File: config.mk
export PLATFORM = sky130hd
export DESIGN_NAME = pwm_burst_gen
export DESIGN_NICKNAME = d
export VERILOG_FILES = /design/src/rtl/pwm_burst_pkg.sv /design/src/rtl/pwm_burst_timebase.sv /design/src/rtl/pwm_burst_ctrl.sv /design/src/rtl/pwm_burst_deadband.sv /design/src/rtl/pwm_burst_gen.sv
export SDC_FILE = /design/constraint.sdc
export NUM_CORES = 1
export LEC_CHECK = 0
export BUFFER_PORTS_ARGS = -buffer_cell sky130_fd_sc_hd__buf_2
export CORE_MARGIN = 4
export CORE_UTILIZATION = 63
export CTS_CLUSTER_SIZE = 10
export DETAILED_ROUTE_END_ITERATION = 16
export PLACE_DENSITY_LB_ADDON = 0.15
export SYNTH_ARGS = -nofsm -noshare
export SYNTH_HDL_FRONTEND = slang
export SYNTH_SLANG_ARGS = --single-unit
File: constraint.sdc
create_clock -name clk -period 6.35 [get_ports clk]
set_clock_uncertainty 0.15 [all_clocks]
set_input_delay 1.27 -clock clk [delete_from_list [all_inputs] [get_ports clk]]
set_output_delay 1.27 -clock clk [all_outputs]
set_load 0.02 [all_outputs]
File: src/rtl/pwm_burst_pkg.sv
package pwm_burst_pkg;

    typedef enum logic [1:0] {
        BST_IDLE  = 2'd0,
        BST_ARMED = 2'd1,
        BST_RUN   = 2'd2
    } burst_state_e;

endpackage

File: src/rtl/pwm_burst_timebase.sv
module pwm_burst_timebase #(
    parameter int CNT_W = 16,
    parameter int DT_W  = 8
) (
    input  logic             clk,
    input  logic             rst_n,
    input  logic [CNT_W-1:0] cfg_period,
    input  logic [CNT_W-1:0] cfg_duty,
    input  logic [DT_W-1:0]  cfg_dead,
    output logic             wrap,
    output logic             raw_a,
    output logic [DT_W-1:0]  dead
);
    typedef struct packed {
        logic [CNT_W-1:0] cnt;
        logic [CNT_W-1:0] per;
        logic [CNT_W-1:0] duty;
        logic [DT_W-1:0]  dead;
    } tb_state_t;

    tb_state_t st_d, st_q;
    logic [CNT_W:0] cnt_inc;

    always_comb begin
        cnt_inc = {1'b0, st_q.cnt} + {{CNT_W{1'b0}}, 1'b1};
        wrap    = (cnt_inc >= {1'b0, st_q.per});
        raw_a   = (st_q.cnt < st_q.duty);
        dead    = st_q.dead;
        st_d    = st_q;
        if (wrap) begin
            st_d.cnt  = '0;
            st_d.per  = cfg_period;
            st_d.duty = cfg_duty;
            st_d.dead = cfg_dead;
        end else begin
            st_d.cnt = cnt_inc[CNT_W-1:0];
        end
    end

    always_ff @(posedge clk) begin
        if (!rst_n) st_q <= '0;
        else        st_q <= st_d;
    end


    cnt_in_period_chk: assert property (@(posedge clk) disable iff (!rst_n)
        (st_q.per != '0) |-> (st_q.cnt < st_q.per));


    shadow_hold_chk: assert property (@(posedge clk) disable iff (!rst_n)
        !$past(wrap) |-> ($stable(st_q.per) && $stable(st_q.duty) && $stable(st_q.dead)));
endmodule

File: src/rtl/pwm_burst_ctrl.sv
module pwm_burst_ctrl
    import pwm_burst_pkg::*;
#(
    parameter int BURST_W = 8
) (
    input  logic               clk,
    input  logic               rst_n,
    input  logic               start,
    input  logic               clear,
    input  logic               wrap,
    input  logic [BURST_W-1:0] cfg_burst,
    output logic               run,
    output logic               stop_flag,
    output logic               done
);
    typedef struct packed {
        burst_state_e       state;
        logic               flag;
        logic               done;
        logic [BURST_W-1:0] len;
        logic [BURST_W-1:0] cnt;
    } ctl_state_t;

    ctl_state_t st_d, st_q;
    logic [BURST_W:0] cnt_inc;

    always_comb begin
        st_d      = st_q;
        st_d.done = 1'b0;
        cnt_inc   = {1'b0, st_q.cnt} + {{BURST_W{1'b0}}, 1'b1};
        if (clear) st_d.flag = 1'b0;
        case (st_q.state)
            BST_IDLE: begin
                if (start && !st_q.flag) begin
                    st_d.state = BST_ARMED;
                    st_d.len   = cfg_burst;
                end
            end
            BST_ARMED: begin
                if (wrap) begin
                    st_d.state = BST_RUN;
                    st_d.cnt   = '0;
                end
            end
            BST_RUN: begin
                if (wrap) begin
                    st_d.cnt = cnt_inc[BURST_W-1:0];
                    if (cnt_inc >= {1'b0, st_q.len}) begin
                        st_d.state = BST_IDLE;
                        st_d.flag  = 1'b1;
                        st_d.done  = 1'b1;
                    end
                end
            end
            default: st_d.state = BST_IDLE;
        endcase
    end

    always_ff @(posedge clk) begin
        if (!rst_n) begin
            st_q       <= '0;
            st_q.state <= BST_IDLE;
        end else begin
            st_q <= st_d;
        end
    end

    assign run       = (st_q.state == BST_RUN);
    assign stop_flag = st_q.flag;
    assign done      = st_q.done;


    done_single_chk: assert property (@(posedge clk) disable iff (!rst_n)
        st_q.done |=> !st_q.done);


    done_with_flag_chk: assert property (@(posedge clk) disable iff (!rst_n)
        st_q.done |-> $rose(st_q.flag));


    start_ignored_chk: assert property (@(posedge clk) disable iff (!rst_n)
        (st_q.flag && start) |=> (st_q.state == BST_IDLE));


    flag_stops_run_chk: assert property (@(posedge clk) disable iff (!rst_n)
        st_q.flag |-> (st_q.state != BST_RUN));
endmodule

File: src/rtl/pwm_burst_deadband.sv
module pwm_burst_deadband #(
    parameter int DT_W = 8
) (
    input  logic            clk,
    input  logic            rst_n,
    input  logic            enable,
    input  logic            raw_a,
    input  logic [DT_W-1:0] dead,
    output logic            out_a,
    output logic            out_b
);
    typedef struct packed {
        logic            prev;
        logic [DT_W-1:0] age;
        logic            oa;
        logic            ob;
    } db_state_t;

    db_state_t st_d, st_q;
    logic settled;

    always_comb begin
        st_d.prev = raw_a;
        if (raw_a != st_q.prev)  st_d.age = '0;
        else if (&st_q.age)      st_d.age = st_q.age;
        else                     st_d.age = st_q.age + 1'b1;
        settled = (st_d.age >= dead);
        st_d.oa = enable && raw_a && settled;
        st_d.ob = enable && !raw_a && settled;
    end

    always_ff @(posedge clk) begin
        if (!rst_n) st_q <= '0;
        else        st_q <= st_d;
    end

    assign out_a = st_q.oa;
    assign out_b = st_q.ob;


    no_overlap_chk: assert property (@(posedge clk) disable iff (!rst_n)
        !(st_q.oa && st_q.ob));


    idle_low_chk: assert property (@(posedge clk) disable iff (!rst_n)
        !enable |=> (!st_q.oa && !st_q.ob));
endmodule

File: src/rtl/pwm_burst_gen.sv
module pwm_burst_gen #(
    parameter int CNT_W   = 16,
    parameter int DT_W    = 8,
    parameter int BURST_W = 8
) (
    input  logic               clk,
    input  logic               rst_n,
    input  logic [CNT_W-1:0]   cfg_period,
    input  logic [CNT_W-1:0]   cfg_duty,
    input  logic [DT_W-1:0]    cfg_dead,
    input  logic [BURST_W-1:0] cfg_burst,
    input  logic               start,
    input  logic               clear,
    output logic               pwm_a,
    output logic               pwm_b,
    output logic               done
);
    logic            wrap;
    logic            raw_a;
    logic [DT_W-1:0] dead;
    logic            run;
    logic            stop_flag;

    pwm_burst_timebase #(.CNT_W(CNT_W), .DT_W(DT_W)) u_timebase (
        .clk        (clk),
        .rst_n      (rst_n),
        .cfg_period (cfg_period),
        .cfg_duty   (cfg_duty),
        .cfg_dead   (cfg_dead),
        .wrap       (wrap),
        .raw_a      (raw_a),
        .dead       (dead)
    );

    pwm_burst_ctrl #(.BURST_W(BURST_W)) u_ctrl (
        .clk       (clk),
        .rst_n     (rst_n),
        .start     (start),
        .clear     (clear),
        .wrap      (wrap),
        .cfg_burst (cfg_burst),
        .run       (run),
        .stop_flag (stop_flag),
        .done      (done)
    );

    pwm_burst_deadband #(.DT_W(DT_W)) u_deadband (
        .clk    (clk),
        .rst_n  (rst_n),
        .enable (run),
        .raw_a  (raw_a),
        .dead   (dead),
        .out_a  (pwm_a),
        .out_b  (pwm_b)
    );


    flag_quiet_chk: assert property (@(posedge clk) disable iff (!rst_n)
        stop_flag |=> (!pwm_a && !pwm_b));


    stop_beats_clear_chk: assert property (@(posedge clk) disable iff (!rst_n)
        done |-> stop_flag);
endmodule

Yosys cells after proc, flatten, opt, wreduce, memory -nomap -nowiden
Cells that the tools add are included.
{ "totals": {"register_bits": 87, "inputBits": 52, "output_inout_bits": 3, "word_cells": 55} }
{ "op_classes": {"add_sub_neg": 3, "order_cmp": 4, "eq_ne": 7, "n_mux": 12, "bitwise_logic": 1, "reduce_logical": 15} }
{ "ops": {"columns": ["operator", "count"], "rows": [
  ["8-bit 2-to-1 mux", 4],
  ["16-bit by 1-bit adder with 17-bit output, second input constant", 1],
  ["17-bit by 16-bit greater-or-equal comparator with 1-bit output", 1],
  ["16-bit less-than comparator", 1],
  ["8-bit case mux with 2 select lines", 1],
  ["8-bit by 1-bit adder with 9-bit output, second input constant", 1],
  ["9-bit by 8-bit greater-or-equal comparator with 1-bit output", 1],
  ["8-bit by 1-bit adder with 8-bit output, second input constant", 1],
  ["8-bit greater-or-equal comparator", 1],
  ["4-bit 2-to-1 mux", 2],
  ["8-bit AND reduction", 1],
  ["2-bit 2-to-1 mux", 3],
  ["2-bit case mux with 3 select lines", 1],
  ["3-bit AND reduction", 2],
  ["1-bit logical AND", 5],
  ["2-bit by 1-bit != test with 1-bit output, second input constant", 2],
  ["2-bit != test, second input constant", 2],
  ["4-bit AND reduction", 1],
  ["2-bit by 1-bit equality test with 1-bit output, second input constant", 1],
  ["2-bit equality test, second input constant", 1],
  ["1-bit logical NOT", 2],
  ["2-bit logical NOT", 1],
  ["2-bit AND reduction", 1],
  ["2-bit nonzero test", 1],
  ["other kinds (4)", 4]
]} }

Longest topological paths before layout
Gate-level depths: netlist of run 1.
{ "depth": {"word_depth": 5, "mapped_depth": 17, "depth_no_buf": 17} }

By module
From an unflattened synthesis of run 1, not the netlist that was laid out.
{ "unflattened": {"cells_unflattened": 589, "area_unflattened_um2": 4947.2} }
{ "by_module_without_submodules": {"columns": ["mod", "instances", "cells_each", "area_per_inst_um2", "seq_area_each_um2"], "rows": [
  ["pwm_burst_timebase", 1, 331, 2909.0, 1121.1],
  ["pwm_burst_ctrl", 1, 169, 1295.0, 400.4],
  ["pwm_burst_deadband", 1, 89, 743.2, 220.2]
]} }

Worst setup path after synthesis of run 1
No wires, ideal clock.
{ "synth_timing": {"path_kind": "reg2reg", "from": "register u_timebase.st_q[13] in the netlist's numbering", "to": "register u_deadband.st_q, in the netlist u_deadband.out_b", "setup_ns": 0.121, "t_arrival_ns": 2.836, "t_required_ns": 6.079, "path_slack_ns": 3.243, "stages_incl_launch_ff": 15, "n_path_buf": 0, "synth_period_minus_slack_ns": 3.107, "path_cell_list": "dfxtp_1 > inv_1 > ha_1 > or4_1 > a31o_2 > xnor2_4 > nand2b_1 > ha_1 > nand2b_1 > a21o_1 > a21o_1 > a21oi_1 > o21ai_0 > a32oi_1 > nor2b_1"} }
{ "synth_via": {"elab_chain_len": 5, "elab_cells_between_ends": 7, "classes_between": "order compare: 2; eq/ne: 1; mux: 1; reduce/logical: 3"} }
{ "synth_lines": {"columns": ["element", "line_no", "rtl"], "rows": [
  ["from (decl)", "pwm_burst_timebase.sv:21", "tb_state_t st_d, st_q;"],
  ["from (signal assigned)", "pwm_burst_timebase.sv:42", "else st_q <= st_d;"],
  ["16-bit less-than comparator *", "pwm_burst_timebase.sv:27", "raw_a = (st_q.cnt < st_q.duty);"],
  ["1-bit != test", "pwm_burst_deadband.sv:24", "if (raw_a != st_q.prev) st_d.age = '0;"],
  ["8-bit 2-to-1 mux", "pwm_burst_deadband.sv:24", null],
  ["8-bit greater-or-equal comparator", "pwm_burst_deadband.sv:27", "settled = (st_d.age >= dead);"],
  ["1-bit logical AND *", "pwm_burst_deadband.sv:29", "st_d.ob = enable && !raw_a && settled;"],
  ["to (signal assigned)", "pwm_burst_deadband.sv:34", "else st_q <= st_d;"],
  ["to (decl)", "pwm_burst_deadband.sv:19", "db_state_t st_d, st_q;"]
]} }
Mark *: on every way between the ends. The rest lies on a longest branch, timed or not.
A chain may end at the register's enable or synchronous reset.

Worst setup path after layout of run 1
{ "layout_timing": {"from": "register u_timebase.st_q[40] in the netlist's numbering", "to": "register u_timebase.st_q[44] in the netlist's numbering"} }
{ "layout_via": {"elab_chain_len": 3} }
{ "layout_lines": {"columns": ["element", "line_no", "rtl"], "rows": [
  ["16-bit by 1-bit adder with 17-bit output", "pwm_burst_timebase.sv:25", "cnt_inc = {1'b0, st_q.cnt} + {{CNT_W{1'b0}}, 1'b1};"],
  ["named net u_timebase.cnt_inc[14]", "pwm_burst_timebase.sv:22", "logic [CNT_W:0] cnt_inc;"],
  ["17-bit by 16-bit greater-or-equal comparator with 1-bit output", "pwm_burst_timebase.sv:26", "wrap = (cnt_inc >= {1'b0, st_q.per});"],
  ["2-bit OR reduction (no source line)", null, null]
]} }
The timed path passes the listed nets, and every way through them passes these cells.

==> impl_metrics.yaml, run 1 <==
route:
  drc: 0
  vias: 3797
  wl_per_cell_um: 13.4
  first_pass_iters: 4
  vias_per_cell: 5.32
  routed_wirelength_um: 9570
  drtIter0Drc: 159
  drtAntennaViolNets: 0
setup_path:
  endpoint_kind: "flip-flop"
  path_max_fanout: 81
  required_ps: 6450
  reg2reg_slack_ps: 2560
  critical_path.startpoint_type: "flip-flop"
  path_class: "reg -> reg"
  crit_arrival_ps: 3880
synth:
  synth_top_area_share_pct: 37.3
  synth_nets: 668
  ys.flop_type: "dfxtp_1"
  syn_inst: 563
  synth_top_area_cell: "dfxtp_1"
  ys.warnings.count: 0
  async_flop_share_pct: 0
  synth_cell_type_count: 49
  ys_top_cells_by_area: "dfxtp_1, ha_1, nor2_1, a21oi_1, inv_1"
  synth_edf_count: 0
  synth.cell_area_mm2: 0.00467
  syn_avg_cell_area_um2: 8.29
  ys_ff_latch: 87
  synth-seq-area-share_pct: 37.3
clocking:
  clock_latency_ps: 360
  cts.sinks: 87
  clockBufferDepth: 2
  cts_tree: "done"
  cts_resized: 0
  cts.clk_slew.worst_paths_ps: 80
  cts_made_buffers: 9
  cts.root.buffer_cell: "clkbuf_8"
  cts.htree.levels: 3
  postCtsSetupRepairBufs: 0
  cts_hold_buf: 0
grt:
  grt_use_total_pct: 23.5
  grt.overflow.total: 0
  grt_pass1_wl_um: 16500
  antenna_found_initial: 0
  grt_pass1_vias: 3696
  grt_max_degree: 82
pwr:
  power.internal_mw: 1.42
  clock_power_share_pct: 17.2
  sequentialPowerShare_pct: 28.6
  power_density_mw_per_mm2: 491
  ir_drop_uv: 387
  netSwitchingFraction_pct: 44.3
  p_leak_nw: 2.30
  p_switching_mw: 1.13
  p_comb_share_pct: 54.2
placement:
  dpl_worst_slack_ps: 2580
  port_buffers: 54
  place_area_mm2: 0.00497
  post-dp-hpwl_um: 7120
  placed_cells: 698
  place.gp.congestion: 0.871
timing:
  worst_slew_pin_slew_ps: 727
  whs_ps: 340
  fin_crit_sh_pct: 59.6
  setup_tns_ps: 0
  rsz0062_at_grt: "no"
  slew_viol_final: 0
  worst_slack_ps: 2560
  fmax_mhz: 264
  post-route-min-period_ps: 3790
  final_hold_viol_count: 0
  max_slew_margin_pct: 51.5
  setup_viol: 0
floorplanning:
  die-width_um: 94.1
  initial_core_util_pct: 64.7
  coreArea_mm2: 0.00721
  die_h_um: 94.1
  fp.dieArea_mm2: 0.00885
  rows: 31
  ioPinCount: 55
min_path:
  min_path_type: "reg -> reg"
cells_and_area:
  synthToLayoutAreaGrowth_pct: 11.5
  num-nets-final: 715
  final_cells: 714
  drive_gt1_share_pct: 13.7
  layout_common_cells: "nor2_1, dfxtp_1, inv_1, buf_2"
  antennaDiodeCount: 0
  fin_area_mm2: 0.00520
  layout_commonest_cell: "nor2_1"
job:
  drv_cap: 0
outcome:
  status: "complete, no violations"
-- registers in the layout, summed over array words and instances, names as in the netlist --
| signal | cells |
|---|---|
| u_deadband.out_b | 1 |
| u_ctrl.done | 1 |
| u_ctrl.stop_flag | 1 |
| u_timebase.dead | 8 |
| u_deadband.st_q | 9 |
| u_deadband.out_a | 1 |
| u_timebase.st_q | 48 |
| u_ctrl.st_q | 18 |
-- through the flow --
stage / util, % / total power [mW]
after floorplan: - / 1.96
after global placement: 68.9 / 2.07
after detailed placement: 68.9 / 2.12
after CTS: 72.1 / 2.57
after global routing: 72.1 / 2.82
final: 72.1 / 2.55
-- per-layer routing --
layer | GRT usage (%) | share of wire (%) | vias to the layer above
met2 | 40.6 | 49 | 71
met1 | 29.4 | 46 | 1727
met3 | 3.45 | 3.2 | 14
met4 | 9.15 | 2.1 | 0
met5 | 0 | 0 | -
li1 | - | - | 1985
-- logic make-up after synthesis --
logic type,Yosys count,synth area share (%)
muxes,14,3.00
DFF,87,37.3
adders and majority gates,53,14.2
buffers and inverters,75,6.86
AOI/OAI and AO/OA,92,11.8
xor gates and xnor gates,25,5.09
and+or+nand+nor,217,21.7
-- cell usage after synthesis (8+ instances only) --
| cell type | number |
|---|---|
| nor3_1 | 9 |
| mux2i_1 | 14 |
| a21oi_1 | 53 |
| xnor2_1 | 12 |
| nand3_1 | 26 |
| ha_1 | 53 |
| clkbuf_1 | 8 |
| o21ai_0 | 15 |
| nand4_1 | 10 |
| xor2_1 | 12 |
| nand2_1 | 24 |
| nor2_1 | 108 |
| dfxtp_1 | 87 |
| nor2b_1 | 15 |
| inv_1 | 54 |
-- final cells by class --
cell class | count | area, um2
flip-flops and latches | 87 | 1740
repair buffers | 56 | 285
clock inverters | 6 | 93.8
clock buffers | 10 | 138
inverters | 55 | 206
multi-input cells | 401 | 2620
fillers | 594 | 2010
well taps | 99 | 124
-- worst max-delay path: stages (launching register included) --
cell	delay [ps]
dfxtp_1	440
ha_1	270
and3_1	190
and3_4	200
and4_1	200
xor2_1	90
ha_1	300
nand3_1	110
or2_2	330
o211ai_4	290
buf_4	650
or2_4	360
nor2b_1	80
-- worst paths after layout --
kind	endpoint	start	depth (start not counted)
max	u_timebase.st_q[44]$_SDFF_PP0_	u_timebase.st_q[40]$_SDFF_PP0_	12
max reg2reg	u_timebase.st_q[44]$_SDFF_PP0_	u_timebase.st_q[40]$_SDFF_PP0_	12
min	u_ctrl.st_q[18]$_SDFFE_PN0P_	u_ctrl.st_q[18]$_SDFFE_PN0P_	2
min reg2reg	u_ctrl.st_q[18]$_SDFFE_PN0P_	u_ctrl.st_q[18]$_SDFFE_PN0P_	2
-- power groups by stage --
| stage | Clock (mW) | Sequential, mW | Combinational, mW |
|---|---|---|---|
| floorplan | 0 | 0.733 | 1.23 |
| global placement | 0 | 0.739 | 1.33 |
| detailed placement | 0 | 0.745 | 1.38 |
| CTS | 0.447 | 0.732 | 1.39 |
| global route | 0.473 | 0.745 | 1.60 |
| finish | 0.438 | 0.731 | 1.38 |
Power figures use the tool's default switching activity.
==> inputs of run 2 (changes only) <==
- CORE_UTILIZATION: 63 -> 58
- clock period: 6.35 -> 3.63 ns (I/O delays scaled with it)
==> impl_metrics.yaml, run 2 (same netlist as run 1, synthesis figures left out) <==
floorplanning:
  rows: 32
  fp.dieArea_mm2: 0.00955
  initial_core_util_pct: 60.1
  coreArea_mm2: 0.00777
  die_h_um: 97.7
  die-width_um: 97.7
  ioPinCount: 55
timing:
  fmax_mhz: 290
  slew_viol_final: 0
  worst_slack_ps: 184
  final_hold_viol_count: 0
  post-route-min-period_ps: 3450
  setup_viol: 0
  worst_slew_pin_slew_ps: 647
  max_slew_margin_pct: 56.8
  fin_crit_sh_pct: 94.9
clocking:
  cts_made_buffers: 9
  cts.sinks: 87
  cts.clk_slew.worst_paths_ps: 80
  clockBufferDepth: 2
  clock_latency_ps: 360
  cts.htree.levels: 3
  cts.root.buffer_cell: "clkbuf_8"
  cts_tree: "done"
  cts_hold_buf: 0
job:
  drv_cap: 0
cells_and_area:
  final_cells: 727
  antennaDiodeCount: 0
  fin_area_mm2: 0.00528
  num-nets-final: 725
  layout_commonest_cell: "nor2_1"
  largest_register_ffs: 48
  drive_gt1_share_pct: 15.8
  layout_common_cells: "nor2_1, dfxtp_1, inv_1, buf_2, ha_1"
  largest-register: "u_timebase.st_q"
  reg.largest.list: "u_timebase.st_q: 48 flops, u_ctrl.st_q: 18 flops, u_deadband.st_q: 9 flops"
  synthToLayoutAreaGrowth_pct: 13.2
  final_core_util_pct: 68.0
pwr:
  p_leak_nw: 2.35
  fin_total_pwr_mw: 4.74
  power_density_mw_per_mm2: 896
  ir_drop_uv: 680
setup_path:
  required_ps: 3770
  reg2regPathDepth: 13
  regToRegEndpoint: "u_timebase.st_q[51]$_SDFF_PP0_"
  path_max_fanout: 28
  r2r-start: "u_timebase.st_q[40]$_SDFF_PP0_"
  cp_cell_sequence: "ha_1 -> and3_1 -> and3_4 -> and4_1 -> xor2_1 -> ha_1 -> a21o_1 -> a21o_1 -> a221oi_2 -> o211ai_4 -> buf_12 -> or2_4 -> nor2b_1"
  path_class: "reg -> reg"
  reg2reg_slack_ps: 180
  crit_path_max_incr_delay_ps: 380
  endpoint_kind: "flip-flop"
  critical_path.startpoint_type: "flip-flop"
  crit_arrival_ps: 3590
  critPathSlowestCell: "dfxtp_2"
placement:
  dpl_worst_slack_ps: 46.7
  place_area_mm2: 0.00504
  port_buffers: 54
  place.gp.congestion: 0.912
  placed_cells: 708
  post-dp-hpwl_um: 7300
route:
  vias_per_cell: 5.23
  wl_per_cell_um: 13.2
  routed_wirelength_um: 9610
  drtIter0Drc: 140
  first_pass_iters: 4
  drc: 0
  drtAntennaViolNets: 0
  vias: 3801
grt:
  antenna_found_initial: 0
  grt_pass1_wl_um: 16400
  grt_max_degree: 39
  grt_pass1_vias: 3736
  grt_use_total_pct: 20.6
  grt.overflow.total: 0
min_path:
  hold_end: "u_timebase.st_q[40]$_SDFF_PP0_"
  worstHoldStart: "u_timebase.st_q[40]$_SDFF_PP0_"
  min_path_type: "reg -> reg"
  hold_depth: 1
outcome:
  status: "complete, no violations"
[run 2: cell types whose count changed in the layout (fill, tap and decap cells not counted), moves of 2 or more]
cell      delta
dfxtp_1      -3
dfxtp_2      +3
clkinv_4     -2
buf_4        +8
inv_6        +2
clkinv_2     +2
[run 2: what timing repair did]
item,4_1_cts,5_1_grt
buffers inserted,0,3
setup endpoints to repair,0,57
resized for setup,0,7
[run 2: report_power, final]
group	switching (mW)	internal, mW	total [mW]	leakage [nW]
Clock	0.354	0.341	0.695	0.107
Combinational	1.63	1.13	2.76	1.54
Sequential	0.0888	1.19	1.28	0.710
[run 2: worst max path at each step]
stage | startpoint | endpoint | slack, ps | cells after the start
after floorplan | u_timebase.st_q[13]$_SDFFE_PN0P_ | u_deadband.out_b$_SDFF_PN0_ | 520 | 14
after global placement | u_timebase.st_q[40]$_SDFF_PP0_ | u_timebase.st_q[55]$_SDFF_PP0_ | 30 | 13
after detailed placement | u_timebase.st_q[40]$_SDFF_PP0_ | u_timebase.dead[0]$_SDFFE_PN0P_ | 50 | 12
after CTS | u_timebase.st_q[41]$_SDFF_PP0_ | u_timebase.dead[4]$_SDFFE_PN0P_ | 7 | 13
after global routing | u_timebase.st_q[19]$_SDFFE_PN0P_ | u_deadband.out_b$_SDFF_PN0_ | -40 | 17
final | u_timebase.st_q[40]$_SDFF_PP0_ | u_timebase.st_q[51]$_SDFF_PP0_ | 180 | 13
[run 2: critical path: cells and delay by family, from the launching register on]
kind                       cells  cell delay (ps)
and+or+nand+nor                5             1060
adders and majority gates      2              530
DFF                            1              380
xor gates and xnor gates       1              220
buffers and inverters          1              230
AOI/OAI and AO/OA              4              810
[run 2: per-layer routing]
layer  vias to the layer above  part of all wire, %  GRT usage, %
met1                      1718                   46          25.0
met4                         0                  1.5          6.39
li1                       2005                    -             -
met2                        63                   49          37.3
met5                         -                    0             0
met3                        15                  3.2          2.94
[run 2: layout make-up]
cell class	instances	area (um2)
clock buffer	10	138
timing repair buffer	66	377
tap	102	128
sequential	87	1750
inverter	55	206
clock inverter	6	66.3
fill	641	2480
multi-input combinational	401	2620
[run 2: stage by stage]
stage                     setup TNS [ps]  hold slack (ps)
after floorplan                        0              301
after detailed placement               0              324
after CTS                              0              338
final                                  0              333
after global placement                 0              314
after global routing               -72.9              358
